<file path="src/rtl/lsc_pkg.sv">
`timescale 1ns/1ps
package lsc_pkg;
    // Operation chosen for a clock edge, after priority resolution.
    typedef enum logic [1:0] {
        OP_HOLD  = 2'd0,
        OP_SHIFT = 2'd1,
        OP_LOAD  = 2'd2,
        OP_CLEAR = 2'd3
    } lsc_op_e;

    // Overflow tracking states.
    typedef enum logic {
        OVF_CLEAN = 1'b0,
        OVF_LOST  = 1'b1
    } lsc_ovf_e;
endpackage

</file>
<file path="src/rtl/lsc_op_decode.sv">
`timescale 1ns/1ps
module lsc_op_decode
    import lsc_pkg::*;
(
    input  logic    clr,
    input  logic    load,
    input  logic    shift,
    output lsc_op_e op
);
    // Clear outranks load, load outranks shift.
    always_comb begin
        if (clr)        op = OP_CLEAR;
        else if (load)  op = OP_LOAD;
        else if (shift) op = OP_SHIFT;
        else            op = OP_HOLD;
    end
endmodule

</file>
<file path="src/rtl/lsc_stage_array.sv">
`timescale 1ns/1ps
module lsc_stage_array
    import lsc_pkg::*;
#(
    parameter int WIDTH = 4
) (
    input  logic             clk,
    input  logic             clr,
    input  logic             load,
    input  logic             shift,
    input  lsc_op_e          op,
    input  logic [WIDTH-1:0] par_in,
    input  logic             ser_in,
    output logic [WIDTH-1:0] q
);
    for (genvar i = 0; i < WIDTH; i++) begin : g_stage
        logic from_right;
        logic stage_q;

        if (i == 0) begin : g_lsb
            assign from_right = ser_in;
        end else begin : g_upper
            assign from_right = q[i-1];
        end

        always_ff @(posedge clk) begin
            unique case (op)
                OP_CLEAR: stage_q <= 1'b0;
                OP_LOAD:  stage_q <= stage_q | par_in[i];
                OP_SHIFT: stage_q <= from_right;
                default:  stage_q <= stage_q;
            endcase
        end

        assign q[i] = stage_q;
    end

    // clear empties every stage on the next edge.
    assert_clear_empties_R1: assert property (@(posedge clk)
        clr |=> (q == '0));

    // a load ORs into the previous contents.
    assert_load_or_R2: assert property (@(posedge clk) disable iff (clr)
        ($past(load) && !$past(clr)) |-> (q == ($past(q) | $past(par_in))));

    // a shift moves every bit one place up and takes ser_in at the bottom.
    assert_shift_left_R3: assert property (@(posedge clk) disable iff (clr)
        ($past(shift) && !$past(load) && !$past(clr))
            |-> (q == {$past(q[WIDTH-2:0]), $past(ser_in)}));

    // with load and shift together the contents follow the load alone.
    assert_load_beats_shift_R5: assert property (@(posedge clk) disable iff (clr)
        ($past(load) && $past(shift) && !$past(clr))
            |-> (q == ($past(q) | $past(par_in))));

    // no enable means no change.
    assert_idle_holds_R9: assert property (@(posedge clk) disable iff (clr)
        (!$past(clr) && !$past(load) && !$past(shift)) |-> $stable(q));
endmodule

</file>
<file path="src/rtl/lsc_ovf_fsm.sv">
`timescale 1ns/1ps
module lsc_ovf_fsm
    import lsc_pkg::*;
(
    input  logic    clk,
    input  logic    clr,
    input  lsc_op_e op,
    input  logic    top_bit,
    output logic    ovf
);
    lsc_ovf_e state_q;
    lsc_ovf_e state_d;

    // Next-state logic: lose-bit, wipe, hold.
    always_comb begin
        state_d = state_q;
        unique case (state_q)
            OVF_CLEAN: begin
                if (op == OP_CLEAR)                 state_d = OVF_CLEAN;
                else if (op == OP_SHIFT && top_bit) state_d = OVF_LOST;
            end
            OVF_LOST: begin
                if (op == OP_CLEAR)                 state_d = OVF_CLEAN;
            end
            default:                                state_d = OVF_CLEAN;
        endcase
    end

    // State register.
    always_ff @(posedge clk) begin
        state_q <= state_d;
    end

    // Outputs.
    always_comb begin
        ovf = (state_q == OVF_LOST);
    end

    // shifting out a 1 raises the flag.
    assert_lose_bit_R6: assert property (@(posedge clk) disable iff (clr)
        (op == OP_SHIFT && top_bit) |=> ovf);

    // the flag is sticky until a clear.
    assert_flag_sticky_R6: assert property (@(posedge clk) disable iff (clr)
        ovf |=> ovf);

    // a clear drops the flag.
    assert_wipe_clears_R1: assert property (@(posedge clk)
        clr |=> !ovf);
endmodule

</file>
<file path="src/rtl/lshift_conv_reg.sv">
`timescale 1ns/1ps
module lshift_conv_reg
    import lsc_pkg::*;
#(
    parameter int WIDTH = 4
) (
    input  logic             clk,
    input  logic             clr,
    input  logic             load,
    input  logic [WIDTH-1:0] par_in,
    input  logic             shift,
    input  logic             ser_in,
    output logic [WIDTH-1:0] par_out,
    output logic             ser_out,
    output logic             ovf
);
    localparam int TOP = WIDTH - 1;

    lsc_op_e          op;
    logic [WIDTH-1:0] stages;

    lsc_op_decode u_decode (
        .clr   (clr),
        .load  (load),
        .shift (shift),
        .op    (op)
    );

    lsc_stage_array #(.WIDTH(WIDTH)) u_stages (
        .clk    (clk),
        .clr    (clr),
        .load   (load),
        .shift  (shift),
        .op     (op),
        .par_in (par_in),
        .ser_in (ser_in),
        .q      (stages)
    );

    lsc_ovf_fsm u_ovf (
        .clk     (clk),
        .clr     (clr),
        .op      (op),
        .top_bit (stages[TOP]),
        .ovf     (ovf)
    );

    assign par_out = stages;
    // The top stage reaches the line only during the clock high phase.
    assign ser_out = stages[TOP] & clk;
endmodule

</file>
<file path="config.mk">
export PLATFORM = sky130hd
export DESIGN_NAME = lshift_conv_reg
export DESIGN_NICKNAME = d
export VERILOG_FILES = /design/src/rtl/lsc_pkg.sv /design/src/rtl/lsc_op_decode.sv /design/src/rtl/lsc_stage_array.sv /design/src/rtl/lsc_ovf_fsm.sv /design/src/rtl/lshift_conv_reg.sv
export SDC_FILE = /design/constraint.sdc
export NUM_CORES = 1
export LEC_CHECK = 0
export BUFFER_PORTS_ARGS = -buffer_cell sky130_fd_sc_hd__clkbuf_2
export CORE_AREA = 3 3 41 43
export CTS_CLUSTER_SIZE = 10
export DETAILED_ROUTE_END_ITERATION = 6
export DIE_AREA = 0 0 44 46
export GPL_ROUTABILITY_DRIVEN = 0
export PLACE_DENSITY = 0.48
export SLEW_MARGIN = 20
export SYNTH_ARGS = -nofsm -noshare
export SYNTH_HDL_FRONTEND = slang
export SYNTH_SLANG_ARGS = --single-unit
</file>
<file path="constraint.sdc">
create_clock -name clk -period 2.45 [get_ports clk]
set_input_delay 0.3675 -clock clk [delete_from_list [all_inputs] [get_ports clk]]
set_output_delay 0.3675 -clock clk [all_outputs]
set_load 0.03 [all_outputs]
</file>
==> results.yml <==
status:
  outcome: "completed"
synth:
  syn_avg_cell_area_um2: 9.33
  ys_seq_area_frac: 0.429
  synth_edf_count: 4
  yosys_register_bits: 5
  synth_warnings: 0
  synthTopCellsByArea: "edfxtp_1 37%, ha_1 15%, buf_4 9.2%"
  syn_area_um2: 327
  synth_top_cell_by_area: "edfxtp_1"
  yosysTopAreaCellShare: 0.368
  yosysMostFrequentCell: "nor2_1"
  async_flop_share: 0
  synthDistinctLibCells: 13
  ys.flop_type: "edfxtp_1"
  syn_inst: 35
  syn_nets: 48
cts:
  cts_hold_buffers: 0
  ctsResizeCount: 0
  cts_setup_buffers: 0
  clk_latency_ps: 350
  cts_tree: "yes"
  clk_pin_slew_worst_paths_ps: 40
flow_run:
  max_cap_viol_count: 0
global_route:
  grt_pass1_wl_um: 1070
  grtUsageMet1: 0.0794
  use_met3: 0.0277
  antenna_found_initial: 0
  grt_max_degree: 6
  top_usage_layer: "met4"
  use_met2: 0.0988
  gr-total-overflow: 0
  grt_pass1_vias: 290
  track_usage: 0.0848
setup_path:
  worstSetupPathType: "clock port to output port"
  reg2regPathDepth: 2
  crit_chain: "clkbuf_4 -> clkbuf_4 -> and2_1 -> clkbuf_2"
  cp_slowest_stage_delay_ps: 170
  worstSetupPathDepth: 4
  path_common_cell: "clkbuf_4"
  critPathLaunchType: "clock port"
  critPathRequiredTime_ps: 2080
  r2r-start: "u_stages.g_stage[3].stage_q"
  cp_top_family: "buffers and inverters"
  cp-end-kind: "output port"
  endpoint: "ser_out"
  r2r_end: "u_stages.g_stage[3].stage_q"
  critPathMaxFanout: 2
  startpoint: "clk"
  reg2reg_slack_ps: 1580
  slowest_stage: "clkbuf_2"
  path_buf_inv: 3
  worst_ep_arrival_time_ps: 1750
drt:
  ant_nets: 0
  wirelength_um: 663
  vias: 286
  dr.pass1.iters: 4
  drc_errors: 0
  via_per_inst: 4.27
  wl_per_cell_um: 9.90
  drt_iter0_drc: 1
placement:
  dpl.cell_count: 60
  port-buffer-count: 14
  place_ws_ps: 576
  hpwl_um: 508
timing:
  fin_skew_ps: 1.17
  worst_pin_slew_ps: 208
  rsz0062_at_grt: "false"
  drv_slew: 0
  layout_setup_ws_ps: 336
  setup_tns_ps: 0
  max_slew_margin: 0.861
  setup_viol: 0
  finalHoldViolCount: 0
pwr:
  leakagePower_uw: 0.000224
  peakVddDrop_v: 0.000158
  power_density_nw_per_um2: 746
  p_total_uw: 324
floorplan:
  dieArea_um2: 2020
  die_w_um: 44
  dieHeight_um: 46
  rows: 13
  initial_utilization: 0.245
  core-area_um2: 1330
  ios: 15
cells_and_area:
  syn2layout_area_growth_pct: 33.0
  drive_above_1_share: 0.404
  layout.cells.non_filler: 67
  fin_nets: 66
  utilization: 0.326
  antenna-diode-count: 0
min_path:
  hold_path_depth: 3
  hp-class: "input port to register"
-- worst reg2reg max path, delay by kind of cell (launching register included) --
family,cells,cell delay [ps]
AOI/OAI and AO/OA,1,60
and+or+nand+nor,1,140
DFF,1,420
-- report_power, final --
part	internal (uW)	total [uW]	switching, uW
registers	99.1	104	4.82
logic	16.3	45.5	29.3
clock network	119	175	55.6
-- kinds of logic after synthesis --
family,count (synthesis),synth area share
AOI/OAI and AO/OA,7,0.115
DFF,5,0.429
adders and majority gates,4,0.153
and+or+nand+nor,12,0.176
buffers and inverters,7,0.126
-- registers in the layout (all words and copies together) (netlist names) --
signal / cells
u_stages.g_stage.stage_q: 4
u_ovf.ovf: 1
-- per-stage QoR --
stage / instance area (um2) / hold WS [ps]
after floorplan: 327 / 520
after global placement: 385 / 455
after detailed placement: 385 / 461
after CTS: 434 / 329
after global routing: 434 / 342
final: 434 / 343
-- area by class of cell --
cell class | count | area, um2
Multi-Input combinational cell | 23 | 145
Fill cell | 156 | 900
Inverter | 3 | 11.3
Timing Repair Buffer | 13 | 65.1
Sequential cell | 5 | 140
Clock buffer | 8 | 53.8
Tap cell | 15 | 18.8
-- cells in the final DEF, fill, tap and decap left out, types with 2 or more instances in the layout --
cell type / Yosys / routed
a21oi_1: 2 / 2
clkbuf_2: 0 / 14
clkbuf_4: 0 / 6
edfxtp_1: 4 / 4
ha_1: 4 / 4
inv_1: 3 / 3
nand3_1: 4 / 4
nor2_1: 5 / 5
o21ai_1: 4 / 4
-- worst min-delay path by stage --
stage / from / slack (ps) / to
after detailed placement: u_ovf.ovf / 460 / u_ovf.ovf
after global routing: par_in[1] / 340 / u_stages.g_stage[1].stage_q
after CTS: par_in[1] / 330 / u_stages.g_stage[1].stage_q
final: par_in[1] / 340 / u_stages.g_stage[1].stage_q
after global placement: u_ovf.ovf / 460 / u_ovf.ovf
after floorplan: u_stages.g_stage[3].stage_q / 520 / u_ovf.ovf
-- routing by layer --
metal,share of wire,up-vias
met5,0,-
met3,0.063,3
met1,0.41,126
met4,0.041,0
met2,0.48,10
li1,-,147
(Power assumes the default switching activity.)
